--- config.mk ---
export PLATFORM = sky130hd
export DESIGN_NAME = ocp_fault_ctrl
export DESIGN_NICKNAME = d
export VERILOG_FILES = /design/src/rtl/ocp_pkg.sv /design/src/rtl/ocp_blank_window.sv /design/src/rtl/ocp_trip_counter.sv /design/src/rtl/ocp_period_counter.sv /design/src/rtl/ocp_fault_ctrl.sv
export SDC_FILE = /design/constraint.sdc
export NUM_CORES = 1
export LEC_CHECK = 0
export BUFFER_PORTS_ARGS = -buffer_cell sky130_fd_sc_hd__buf_4
export CAP_MARGIN = 20
export CORE_MARGIN = 5
export CORE_UTILIZATION = 32
export CTS_CLUSTER_SIZE = 28
export DETAILED_ROUTE_END_ITERATION = 12
export SYNTH_ARGS = -nofsm -noshare
export SYNTH_HDL_FRONTEND = slang
export SYNTH_SLANG_ARGS = --single-unit
--- constraint.sdc ---
create_clock -name clk -period 3.95 [get_ports clk]
set_clock_uncertainty 0.05 [all_clocks]
set_input_delay 0.5925 -clock clk [delete_from_list [all_inputs] [get_ports clk]]
set_output_delay 0.5925 -clock clk [all_outputs]
set_load 0.01 [all_outputs]
--- src/rtl/ocp_pkg.sv ---
package ocp_pkg;

    typedef enum logic [2:0] {
        ST_IDLE    = 3'd0,
        ST_RUN     = 3'd1,
        ST_CLAMP   = 3'd2,
        ST_RESUME  = 3'd3,
        ST_LATCHED = 3'd4,
        ST_WAIT    = 3'd5
    } ocp_state_e;

    typedef enum logic {
        MODE_LATCH  = 1'b0,
        MODE_HICCUP = 1'b1
    } ocp_mode_e;

endpackage

--- src/rtl/ocp_blank_window.sv ---
// Opens the sensing window once the low-side gate has been on for
// BLANK_CYC consecutive clock edges; closes as soon as it turns off.
module ocp_blank_window #(
    parameter int BLANK_CYC = 20
) (
    input  logic clk,
    input  logic rst_n,
    input  logic ls_on,
    output logic sense_open
);
    localparam int CW = $clog2(BLANK_CYC + 2);
    localparam logic [CW-1:0] LIM = CW'(BLANK_CYC);

    logic [CW-1:0] on_cnt;

    always_ff @(posedge clk or negedge rst_n) begin
        if (!rst_n) begin
            on_cnt <= '0;
        end else if (!ls_on) begin
            on_cnt <= '0;
        end else if (on_cnt != LIM) begin
            on_cnt <= on_cnt + 1'b1;
        end
    end

    assign sense_open = ls_on && (on_cnt == LIM);

endmodule

--- src/rtl/ocp_trip_counter.sv ---
// Counts consecutive accepted trips; flags when the next trip is the last.
module ocp_trip_counter #(
    parameter int TRIP_LIMIT = 3
) (
    input  logic clk,
    input  logic rst_n,
    input  logic clear,
    input  logic inc,
    output logic at_last
);
    localparam int CW = $clog2(TRIP_LIMIT + 1);
    localparam logic [CW-1:0] LAST = CW'(TRIP_LIMIT - 1);

    logic [CW-1:0] trips;

    always_ff @(posedge clk or negedge rst_n) begin
        if (!rst_n) begin
            trips <= '0;
        end else if (inc) begin
            if (trips != LAST) begin
                trips <= trips + 1'b1;
            end
        end else if (clear) begin
            trips <= '0;
        end
    end

    assign at_last = (trips == LAST);

endmodule

--- src/rtl/ocp_period_counter.sv ---
// Counts soft-start ticks while armed; reports the tick that ends the wait.
module ocp_period_counter #(
    parameter int N_PERIODS = 2
) (
    input  logic clk,
    input  logic rst_n,
    input  logic armed,
    input  logic tick,
    output logic done
);
    localparam int CW = $clog2(N_PERIODS + 1);
    localparam logic [CW-1:0] LAST = CW'(N_PERIODS - 1);

    logic [CW-1:0] seen;

    always_ff @(posedge clk or negedge rst_n) begin
        if (!rst_n) begin
            seen <= '0;
        end else if (!armed) begin
            seen <= '0;
        end else if (tick && seen != LAST) begin
            seen <= seen + 1'b1;
        end
    end

    assign done = armed && tick && (seen == LAST);

endmodule

--- src/rtl/ocp_fault_ctrl.sv ---
// Per-cycle overcurrent response: blanked sensing, clamp / latch-off
// or hiccup retry, selected by a static strap.
module ocp_fault_ctrl
    import ocp_pkg::*;
#(
    parameter int BLANK_CYC  = 20,
    parameter int TRIP_LIMIT = 3,
    parameter int N_PERIODS  = 2
) (
    input  logic clk,
    input  logic rst_n,
    input  logic enable,
    input  logic mode_hiccup,
    input  logic pwm_in,
    input  logic oc_trip,
    input  logic oc_below_half,
    input  logic ss_tick,
    output logic hs_gate_en,
    output logic ls_gate_en,
    output logic fault_latched,
    output logic restart_req
);
    ocp_state_e st_q, st_nxt;
    ocp_mode_e  mode;
    logic       pwm_q;
    logic       pwm_rise;
    logic       sense_open;
    logic       trip_ok;
    logic       last_trip;
    logic       trip_clear;
    logic       trip_inc;
    logic       wait_done;
    logic       restart_q;

    assign mode     = mode_hiccup ? MODE_HICCUP : MODE_LATCH;
    assign pwm_rise = pwm_in && !pwm_q;
    assign trip_ok  = (st_q == ST_RUN) && sense_open && oc_trip;

    // Registered copy of the pulse signal; the gates follow this copy.
    always_ff @(posedge clk or negedge rst_n) begin
        if (!rst_n) begin
            pwm_q <= 1'b0;
        end else begin
            pwm_q <= pwm_in;
        end
    end

    ocp_blank_window #(
        .BLANK_CYC (BLANK_CYC)
    ) blank_i (
        .clk        (clk),
        .rst_n      (rst_n),
        .ls_on      (ls_gate_en),
        .sense_open (sense_open)
    );

    // A clean low-side interval in RUN (ended by a rising edge) resets the count.
    assign trip_inc   = trip_ok && (mode == MODE_LATCH);
    assign trip_clear = (st_q == ST_IDLE) || (mode == MODE_HICCUP) ||
                        ((st_q == ST_RUN) && pwm_rise && !trip_ok);

    ocp_trip_counter #(
        .TRIP_LIMIT (TRIP_LIMIT)
    ) trips_i (
        .clk     (clk),
        .rst_n   (rst_n),
        .clear   (trip_clear),
        .inc     (trip_inc),
        .at_last (last_trip)
    );

    ocp_period_counter #(
        .N_PERIODS (N_PERIODS)
    ) periods_i (
        .clk   (clk),
        .rst_n (rst_n),
        .armed (st_q == ST_WAIT),
        .tick  (ss_tick),
        .done  (wait_done)
    );

    // Next-state decision.
    always_comb begin
        st_nxt = st_q;
        if (!enable) begin
            st_nxt = ST_IDLE;
        end else begin
            unique case (st_q)
                ST_IDLE: begin
                    st_nxt = ST_RUN;
                end
                ST_RUN: begin
                    if (trip_ok) begin
                        if (mode == MODE_HICCUP) begin
                            st_nxt = ST_WAIT;
                        end else if (last_trip) begin
                            st_nxt = ST_LATCHED;
                        end else begin
                            st_nxt = ST_CLAMP;
                        end
                    end
                end
                ST_CLAMP: begin
                    if (oc_below_half) begin
                        st_nxt = ST_RESUME;
                    end
                end
                ST_RESUME: begin
                    if (pwm_rise) begin
                        st_nxt = ST_RUN;
                    end
                end
                ST_LATCHED: begin
                    st_nxt = ST_LATCHED;
                end
                ST_WAIT: begin
                    if (wait_done) begin
                        st_nxt = ST_RUN;
                    end
                end
                default: begin
                    st_nxt = ST_IDLE;
                end
            endcase
        end
    end

    // State register and restart pulse.
    always_ff @(posedge clk or negedge rst_n) begin
        if (!rst_n) begin
            st_q      <= ST_IDLE;
            restart_q <= 1'b0;
        end else begin
            st_q      <= st_nxt;
            restart_q <= (st_nxt == ST_RUN) &&
                         ((st_q == ST_IDLE) || (st_q == ST_WAIT));
        end
    end

    // Outputs.
    always_comb begin
        hs_gate_en    = 1'b0;
        ls_gate_en    = 1'b0;
        fault_latched = 1'b0;
        unique case (st_q)
            ST_IDLE: begin
                hs_gate_en = 1'b0;
                ls_gate_en = 1'b0;
            end
            ST_RUN: begin
                hs_gate_en = pwm_q;
                ls_gate_en = !pwm_q;
            end
            ST_CLAMP, ST_RESUME: begin
                hs_gate_en = 1'b0;
                ls_gate_en = 1'b1;
            end
            ST_LATCHED: begin
                fault_latched = 1'b1;
            end
            ST_WAIT: begin
                hs_gate_en = 1'b0;
                ls_gate_en = 1'b0;
            end
            default: begin
                hs_gate_en = 1'b0;
                ls_gate_en = 1'b0;
            end
        endcase
    end

    assign restart_req = restart_q;

endmodule

==> results.json, run 1 <==
{
  "io_pins": 12,
  "cp.required_ns": 3.31,
  "wl_mm": 1.46,
  "netlist_area_um2": 792,
  "power_density_mw_per_mm2": 297,
  "drtIter0Drc": 18,
  "synth-seq-cells": 14,
  "root_buffer": "clkbuf_4",
  "ys_dominant_reg_cell": "dfrtp_1",
  "async_reset_ff_share_pct": 100,
  "synth_cell_types": 31,
  "rsz0062_at_grt": "false",
  "grt_pass1_wl_mm": 2.53,
  "path_class": "flip-flop to output pin",
  "crit_start": "st_q[0]",
  "die_h_um": 59.8,
  "drc": 0,
  "numCtsBuffers": 3,
  "fin_crit_ns": 2.08,
  "postCtsSetupRepairBufs": 0,
  "diodes": 0,
  "wl_met3_um": 67,
  "cts_hold_buf": 0,
  "detail_route.wl_per_cell_um": 11.8,
  "synth_common_cells": "14 x dfrtp_1, 12 x nor2_1, 8 x inv_1",
  "h-tree-depth": 1,
  "worstSetupEndpointType": "output pin",
  "drv_cap": 0,
  "clock_latency_ns": 0.27,
  "postSynthCellCount": 80,
  "vdd_drop_max_uv": 155,
  "yosys.area_share.simple_pct": 24.0,
  "synth.avg_cell_area_um2": 9.90,
  "setup_viol": 0,
  "final_cells": 123,
  "highest_layer": "met4",
  "dr.pass1.iters": 4,
  "synthMuxAreaShare_pct": 0,
  "arrival_ns": 1.43,
  "grt_max_degree": 15,
  "synth_warnings": 0,
  "cp_max_fo": 9,
  "drt-met1-wl_um": 769,
  "cts_tree": "built",
  "die_w_um": 59.8,
  "dpl.cell_count": 119,
  "clkSinkCount": 14,
  "nNetsFinal": 106,
  "cts_max_path_buffers": 2,
  "cts.repair.resized": 0,
  "worst_pin_slew_ns": 0.321,
  "die_area_mm2": 0.00357,
  "final_antenna_net_count": 0,
  "status": "finished, final reports clean",
  "fin_tns_setup_ns": 0,
  "hold_class": "input port to asynchronous set/reset pin",
  "start_util_pct": 32.6,
  "ys_top_cells_by_area": "dfrtp_1 44%, ha_1 6.3%, nor2_1 5.7%",
  "place_congestion": 0.739,
  "min_period_over_period_pct": 52.5,
  "yosysTopAreaCellShare_pct": 44.2,
  "fmax_mhz": 482,
  "cts.reportedPaths.clkPinSlew_ns": 0.09,
  "synth_xor_area_share_pct": 5.53,
  "synth.most_common_cell": "dfrtp_1",
  "dpl.hpwl_mm": 1.11,
  "fin_total_pwr_uw": 278,
  "wl_met2_um": 593,
  "synth_edf_count": 0,
  "finalHoldViolCount": 0,
  "rows": 18,
  "grt_use_total_pct": 9.38,
  "relSlewSlack_pct": 78.6,
  "yosys.area.top_type": "dfrtp_1",
  "rrSetupSlack_ns": 2.35,
  "antenna_found_initial": 0,
  "synth_fa_ha_area_share_pct": 6.32,
  "p_leak_uw": 0.000428,
  "core_mm2": 0.00243,
  "grt_overflow": 0,
  "viasPerCell": 4.64,
  "io_buffers": 11,
  "routed-via-count": 571,
  "synth_top_family_by_area": "simple AND/OR/NAND/NOR gates",
  "layout-drive-gt1-share_pct": 24.7,
  "syn_nets": 92,
  "grt_pass1_vias": 553,
  "yosysSeqAreaShare_pct": 44.2,
  "r2r_start": "blank_i.on_cnt[0]",
  "synth_compound_area_share_pct": 14.2,
  "critical_path.startpoint_type": "flip-flop",
  "area_growth_pct": 17.9,
  "final_max_slew_viol_count": 0,
  "nFillCells": 260
}
[state kept, by name, summed over array words and instances, names as in the netlist]
| name | count |
|---|---|
| periods_i.seen | 2 |
| restart_req | 1 |
| pwm_q | 1 |
| st_q | 3 |
| trips_i.trips | 2 |
| blank_i.on_cnt | 5 |
[routing by layer]
| layer | vias up | global-route usage (%) |
|---|---|---|
| met5 | - | 0 |
| met4 | 0 | 3.80 |
| met3 | 2 | 2.81 |
| met2 | 13 | 12.8 |
| met1 | 255 | 13.6 |
| li1 | 301 | - |
[metrics by stage]
| stage | instance area [um2] | setup slack, ns | util (%) | hold slack [ns] |
|---|---|---|---|---|
| finish | 933 | 1.87 | 38.4 | 0.0985 |
| floorplan | 792 | 2.35 | - | 0.247 |
| detailed placement | 897 | 2.20 | 36.9 | 0.405 |
| global route | 933 | 1.79 | 38.4 | 0.0979 |
| CTS | 933 | 1.88 | 38.4 | 0.0979 |
| global placement | 897 | 2.22 | 36.9 | 0.406 |
[placed cells by master (no fill, tap or decap)]
cell type,Yosys,layout
a21o_1,1,1
a21o_2,1,1
a21oi_1,6,6
and3_1,1,1
and3_2,1,1
buf_4,0,11
clkbuf_4,0,3
clkbuf_8,0,1
dfrtp_1,14,14
ha_1,4,4
inv_1,8,8
nand2_1,4,4
nand2_2,1,1
nand2b_1,1,1
nand3_1,5,5
nand3b_1,1,1
nand4_1,1,1
nand4b_4,1,1
nor2_1,12,12
nor2b_1,1,1
nor3_4,1,1
o2111a_1,1,1
o21ai_0,1,1
o21ai_2,1,1
o221ai_1,1,1
o31ai_1,1,1
o32ai_1,1,1
o41ai_2,1,1
or2b_1,1,1
or3b_4,1,1
xnor2_1,2,2
xor2_1,3,3
[worst paths after layout]
kind                            depth (start not counted)           endpoint
max in group asynchronous                               1  periods_i.seen[1]
worst max register to register                          6   trips_i.trips[1]
worst max-delay path                                    4         ls_gate_en
worst min-delay path                                    1   trips_i.trips[0]
min in group clk                                        1              pwm_q
worst min register to register                          2  periods_i.seen[1]
[worst max-delay path: stages (launching register included)]
cell     delay (ns)
dfrtp_1        0.49
or2b_1         0.25
a21o_1         0.24
inv_1          0.07
buf_4          0.11
[area by class of cell]
| cell class | instances | area, um2 | share of cell area [%] |
|---|---|---|---|
| clock buffers | 4 | 36.3 | 3.89 |
| inverters | 8 | 30.0 | 3.22 |
| multi-input cells | 56 | 397 | 42.5 |
| flip-flops and latches | 14 | 350 | 37.5 |
| well taps | 30 | 37.5 | 4.02 |
| repair buffers | 11 | 82.6 | 8.85 |
[logic make-up after synthesis]
| family | after synthesis |
|---|---|
| flops | 14 |
| xor+xnor | 5 |
| buf+inv | 10 |
| fa+ha+maj | 4 |
| simple gates | 32 |
| compound gates | 15 |
[where the power goes]
part           switching, uW  internal (uW)
Sequential              2.79            146
Combinational           13.9           13.0
Clock                   46.3           55.9
Power figures use the tool's default switching activity.
==> run 2: changes to the inputs <==
==> constraint.sdc (replaced) <==
create_clock -name clk -period 2.1 [get_ports clk]
set_clock_uncertainty 0.05 [all_clocks]
set_input_delay 0.315 -clock clk [delete_from_list [all_inputs] [get_ports clk]]
set_output_delay 0.315 -clock clk [all_outputs]
set_load 0.01 [all_outputs]
==> results.json, run 2 (same netlist as run 1, synthesis figures left out) <==
{
  "status": "finished, final reports clean",
  "rows": 18,
  "r2r_start": "blank_i.on_cnt[1]",
  "dpl.hpwl_mm": 1.18,
  "cp_slowest_cell": "dfrtp_1",
  "largest-register": "blank_i.on_cnt",
  "io_pins": 12,
  "final_max_slew_viol_count": 0,
  "routed-via-count": 596,
  "viasPerCell": 4.85,
  "nNetsFinal": 107,
  "diodes": 0,
  "pwr-share-clk_pct": 31.6,
  "cts.reportedPaths.clkPinSlew_ns": 0.08,
  "p_leak_uw": 0.000425,
  "drv_cap": 0,
  "grt_use_total_pct": 11.1,
  "postCtsSetupRepairBufs": 0,
  "clkSinkCount": 14,
  "h-tree-depth": 1,
  "drtIter0Drc": 6,
  "power_density_mw_per_mm2": 522,
  "final_antenna_net_count": 0,
  "place_congestion": 0.751,
  "rsz0062_at_grt": "false",
  "largest_reg_flops": 5,
  "crit_start": "st_q[0]",
  "antenna_found_initial": 0,
  "vdd_drop_max_uv": 385,
  "layout-drive-gt1-share_pct": 23.7,
  "grt_pass1_wl_mm": 2.88,
  "drc": 0,
  "p_sw_share_pct": 24.5,
  "p_switching_uw": 119,
  "place_ws_ns": 0.516,
  "area_growth_pct": 17.4,
  "final_common_cell": "dfrtp_1",
  "root_buffer": "clkbuf_4",
  "dr.pass1.iters": 4,
  "detail_route.wl_per_cell_um": 12.6,
  "critical_path.startpoint_type": "flip-flop",
  "crit_family": "flip-flops",
  "cp.required_ns": 1.74,
  "clock_latency_ns": 0.28,
  "crit_path_cell_trace": "or2b_1 -> a21o_1 -> inv_1 -> buf_4",
  "start_util_pct": 32.6,
  "p_int_uw": 366,
  "cts_tree": "built",
  "worst_pin_slew_ns": 0.308,
  "largest_registers": "blank_i.on_cnt: 5 flops, st_q: 3 flops",
  "worstSetupEndpointType": "output pin",
  "finalHoldViolCount": 0,
  "fmax_mhz": 548,
  "final_cell_mix": "14 x dfrtp_1, 12 x nor2_1, 11 x buf_4",
  "crit_buf_inv": 2,
  "power_frac_seq_pct": 57.6,
  "fin_ws_ns": 0.275,
  "wl_mm": 1.55,
  "post-route-util_pct": 38.2,
  "die_w_um": 59.8,
  "io_buffers": 11,
  "p_comb_share_pct": 10.9,
  "cp_slowest_stage_delay_ns": 0.49,
  "grt_pass1_vias": 654,
  "arrival_ns": 1.46,
  "core_mm2": 0.00243,
  "grt_max_degree": 15,
  "fin_tns_setup_ns": 0,
  "grt_overflow": 0,
  "cts_max_path_buffers": 2,
  "setup_viol": 0,
  "path_class": "flip-flop to output pin",
  "hold_class": "input port to flip-flop",
  "min-delay-start": "pwm_in",
  "nFillCells": 260,
  "numCtsBuffers": 3,
  "min_period_over_period_pct": 86.9,
  "fin_crit_ns": 1.83,
  "cp_max_fo": 9,
  "die_area_mm2": 0.00357,
  "die_h_um": 59.8,
  "relSlewSlack_pct": 79.2
}
run 2: cell types whose count changed in the layout (fill, tap and decap cells not counted), sizes merged:
cell,change
clkbuf,-1
dlygate4sd3,+1
run 2: final timing paths:
kind	to	slack [ns]	cells after the start
min reg2reg	periods_i.seen[1]	0.48	2
max in group asynchronous	blank_i.on_cnt[3]	1.47	2
max reg2reg	trips_i.trips[1]	0.48	6
min in group asynchronous	blank_i.on_cnt[1]	0.36	2
min	pwm_q	0.1	1
max	ls_gate_en	0.27	4
run 2: power groups by stage:
stage	registers (uW)	logic (uW)	clock network, uW
after floorplan	283	28.4	0
after CTS	279	53.6	163
after global routing	280	59.2	175
after global placement	284	51.0	0
final	279	52.7	153
after detailed placement	285	51.8	0
run 2: final cells by class:
| cell class | instances | area, um2 | area share (%) |
|---|---|---|---|
| timing repair buffer | 12 | 92.6 | 9.96 |
| inverter | 8 | 30.0 | 3.23 |
| clock buffer | 3 | 22.5 | 2.42 |
| tap | 30 | 37.5 | 4.04 |
| sequential | 14 | 350 | 37.7 |
| multi-input combinational | 56 | 397 | 42.7 |
run 2: through the flow:
stage	power, uW	hold slack [ns]	instances	area (um2)
after global routing	514	0.0731	123	930
after floorplan	311	-0.0306	80	792
after detailed placement	336	0.129	119	897
final	485	0.0971	123	930
after CTS	496	0.0854	123	930
after global placement	335	0.126	119	897
run 2: repair_timing:
action / in CTS / in global routing
endpoints found under the hold margin: 14 / 0
gates resized for setup: 0 / 0
hold buffers: 1 / 0
run 2: metal layers:
layer | global-route usage [%] | up-vias | share of wire (%)
met5 | 0 | - | 0
met4 | 4.75 | 0 | 2.1
met3 | 5.40 | 5 | 7.4
met2 | 17.3 | 14 | 45
met1 | 13.0 | 276 | 45
li1 | - | 301 | -
==> run 3: changes to the inputs <==
--- a/config.mk
+++ b/config.mk
@@ -11,6 +11,8 @@
 export CORE_UTILIZATION = 32
 export CTS_CLUSTER_SIZE = 28
 export DETAILED_ROUTE_END_ITERATION = 12
+export PLACE_DENSITY_LB_ADDON = 0.15
+export SLEW_MARGIN = 10
 export SYNTH_ARGS = -nofsm -noshare
 export SYNTH_HDL_FRONTEND = slang
 export SYNTH_SLANG_ARGS = --single-unit
==> results.json, run 3 (same netlist as run 1, synthesis figures left out) <==
{
  "status": "finished, final reports clean",
  "rsz0062_at_grt": "false",
  "cp_slowest_cell": "dfrtp_1",
  "wl_met2_um": 664,
  "cts.reportedPaths.clkPinSlew_ns": 0.09,
  "min_period_over_period_pct": 87.5,
  "nNetsFinal": 108,
  "wl_met3_um": 32,
  "drt-met1-wl_um": 789,
  "cp_max_fo": 9,
  "power_density_mw_per_mm2": 514,
  "cts_tree": "built",
  "numCtsBuffers": 3,
  "antenna_found_initial": 0,
  "clock_latency_ns": 0.28,
  "cts_max_path_buffers": 2,
  "drtIter0Drc": 6,
  "root_buffer": "clkbuf_4",
  "grt_use_total_pct": 10.4,
  "drc": 0,
  "rows": 18,
  "final_max_slew_viol_count": 0,
  "wl_mm": 1.53,
  "final_cell_mix": "14 x dfrtp_1, 12 x nor2_1, 12 x buf_4",
  "grt_overflow": 0,
  "multi_input_area_um2": 397,
  "arrival_ns": 1.47,
  "critical_path.startpoint_type": "flip-flop",
  "relSlewSlack_pct": 78.4,
  "crit_path_cell_trace": "or2b_1 -> a21o_1 -> inv_1 -> buf_4",
  "io_buffers": 11,
  "layout-drive-gt1-share_pct": 24.5,
  "die_w_um": 59.8,
  "hold_depth": 1,
  "largest_reg_flops": 5,
  "holdWs_ns": 0.105,
  "worstSetupEndpointType": "output pin",
  "area_growth_pct": 18.3,
  "fin_tns_setup_ns": 0,
  "crit_family": "flip-flops",
  "finalHoldViolCount": 0,
  "postCtsSetupRepairBufs": 0,
  "die_area_mm2": 0.00357,
  "largest_registers": "blank_i.on_cnt: 5 flops, st_q: 3 flops",
  "vdd_drop_max_uv": 302,
  "viasPerCell": 4.79,
  "path_class": "flip-flop to output pin",
  "crit_cells": 4,
  "fmax_mhz": 544,
  "seqCellArea_um2": 350,
  "dr.pass1.iters": 2,
  "rr_worst_depth": 6,
  "core_mm2": 0.00243,
  "grt_pass1_vias": 612,
  "detail_route.wl_per_cell_um": 12.3,
  "final_common_cell": "dfrtp_1",
  "diodes": 0,
  "hold_class": "input port to flip-flop",
  "setup_viol": 0,
  "highest_layer": "met4",
  "fin_crit_ns": 1.84,
  "worst_pin_slew_ns": 0.321,
  "cp.required_ns": 1.74,
  "routed-via-count": 594,
  "die_h_um": 59.8,
  "dpl.hpwl_mm": 1.17,
  "final_antenna_net_count": 0,
  "largest-register": "blank_i.on_cnt",
  "place_congestion": 0.740,
  "io_pins": 12,
  "h-tree-depth": 1,
  "grt_max_degree": 15,
  "crit_buf_inv": 2,
  "drv_cap": 0,
  "start_util_pct": 32.6,
  "cp_slowest_stage_delay_ns": 0.50,
  "p_leak_uw": 0.000431,
  "nFillCells": 259,
  "grt_pass1_wl_mm": 2.70,
  "clkSinkCount": 14
}
## run 3: cell count changes in the layout (fill, tap and decap cells not counted)
cell | previous run | this run
buf_4 | 11 | 12
## run 3: area by class of cell
cell class / instances / area share [%]
multi-input cells: 56 / 42.3
flip-flops and latches: 14 / 37.4
repair buffers: 13 / 10.7
well taps: 30 / 4.01
inverters: 8 / 3.20
clock buffers: 3 / 2.40
## run 3: timing repair
action,CTS,global route
setup endpoints to repair,0,0
hold endpoints to repair,14,0
hold buffers,1,0
gates resized for setup,0,0
## run 3: layer usage
layer  track usage (%)  up-vias
met5                 0        -
met4              7.59        0
met3              1.94        4
met2              15.0        8
met1              13.6      280
li1                  -      302
## run 3: metrics by stage
step / worst slack (ns) / area, um2 / utilization, % / power [uW] / instances
2_1_floorplan: 0.612 / 792 / - / 311 / 80
3_3_place_gp: 0.548 / 905 / 37.2 / 337 / 120
3_5_place_dp: 0.477 / 905 / 37.2 / 336 / 120
4_1_cts: 0.267 / 937 / 38.5 / 487 / 124
5_1_grt: 0.169 / 937 / 38.5 / 513 / 124
6_report: 0.263 / 937 / 38.5 / 482 / 124
## run 3: power by group
part | internal, uW | total (uW) | switching, uW | leakage (uW)
logic | 25.6 | 52.0 | 26.4 | 0.000228
registers | 274 | 279 | 5.34 | 0.000189
clock network | 66.4 | 151 | 84.3 | 0.0000138
## run 3: worst paths after layout
kind	start	to	slack, ns
setup / recovery	st_q[0]	ls_gate_en	0.26
hold / removal	pwm_in	pwm_q	0.10
setup reg to reg	blank_i.on_cnt[0]	trips_i.trips[1]	0.48
hold reg to reg	periods_i.seen[1]	periods_i.seen[1]	0.49
max in group asynchronous	rst_n	blank_i.on_cnt[1]	1.45
min in group asynchronous	rst_n	blank_i.on_cnt[2]	0.37
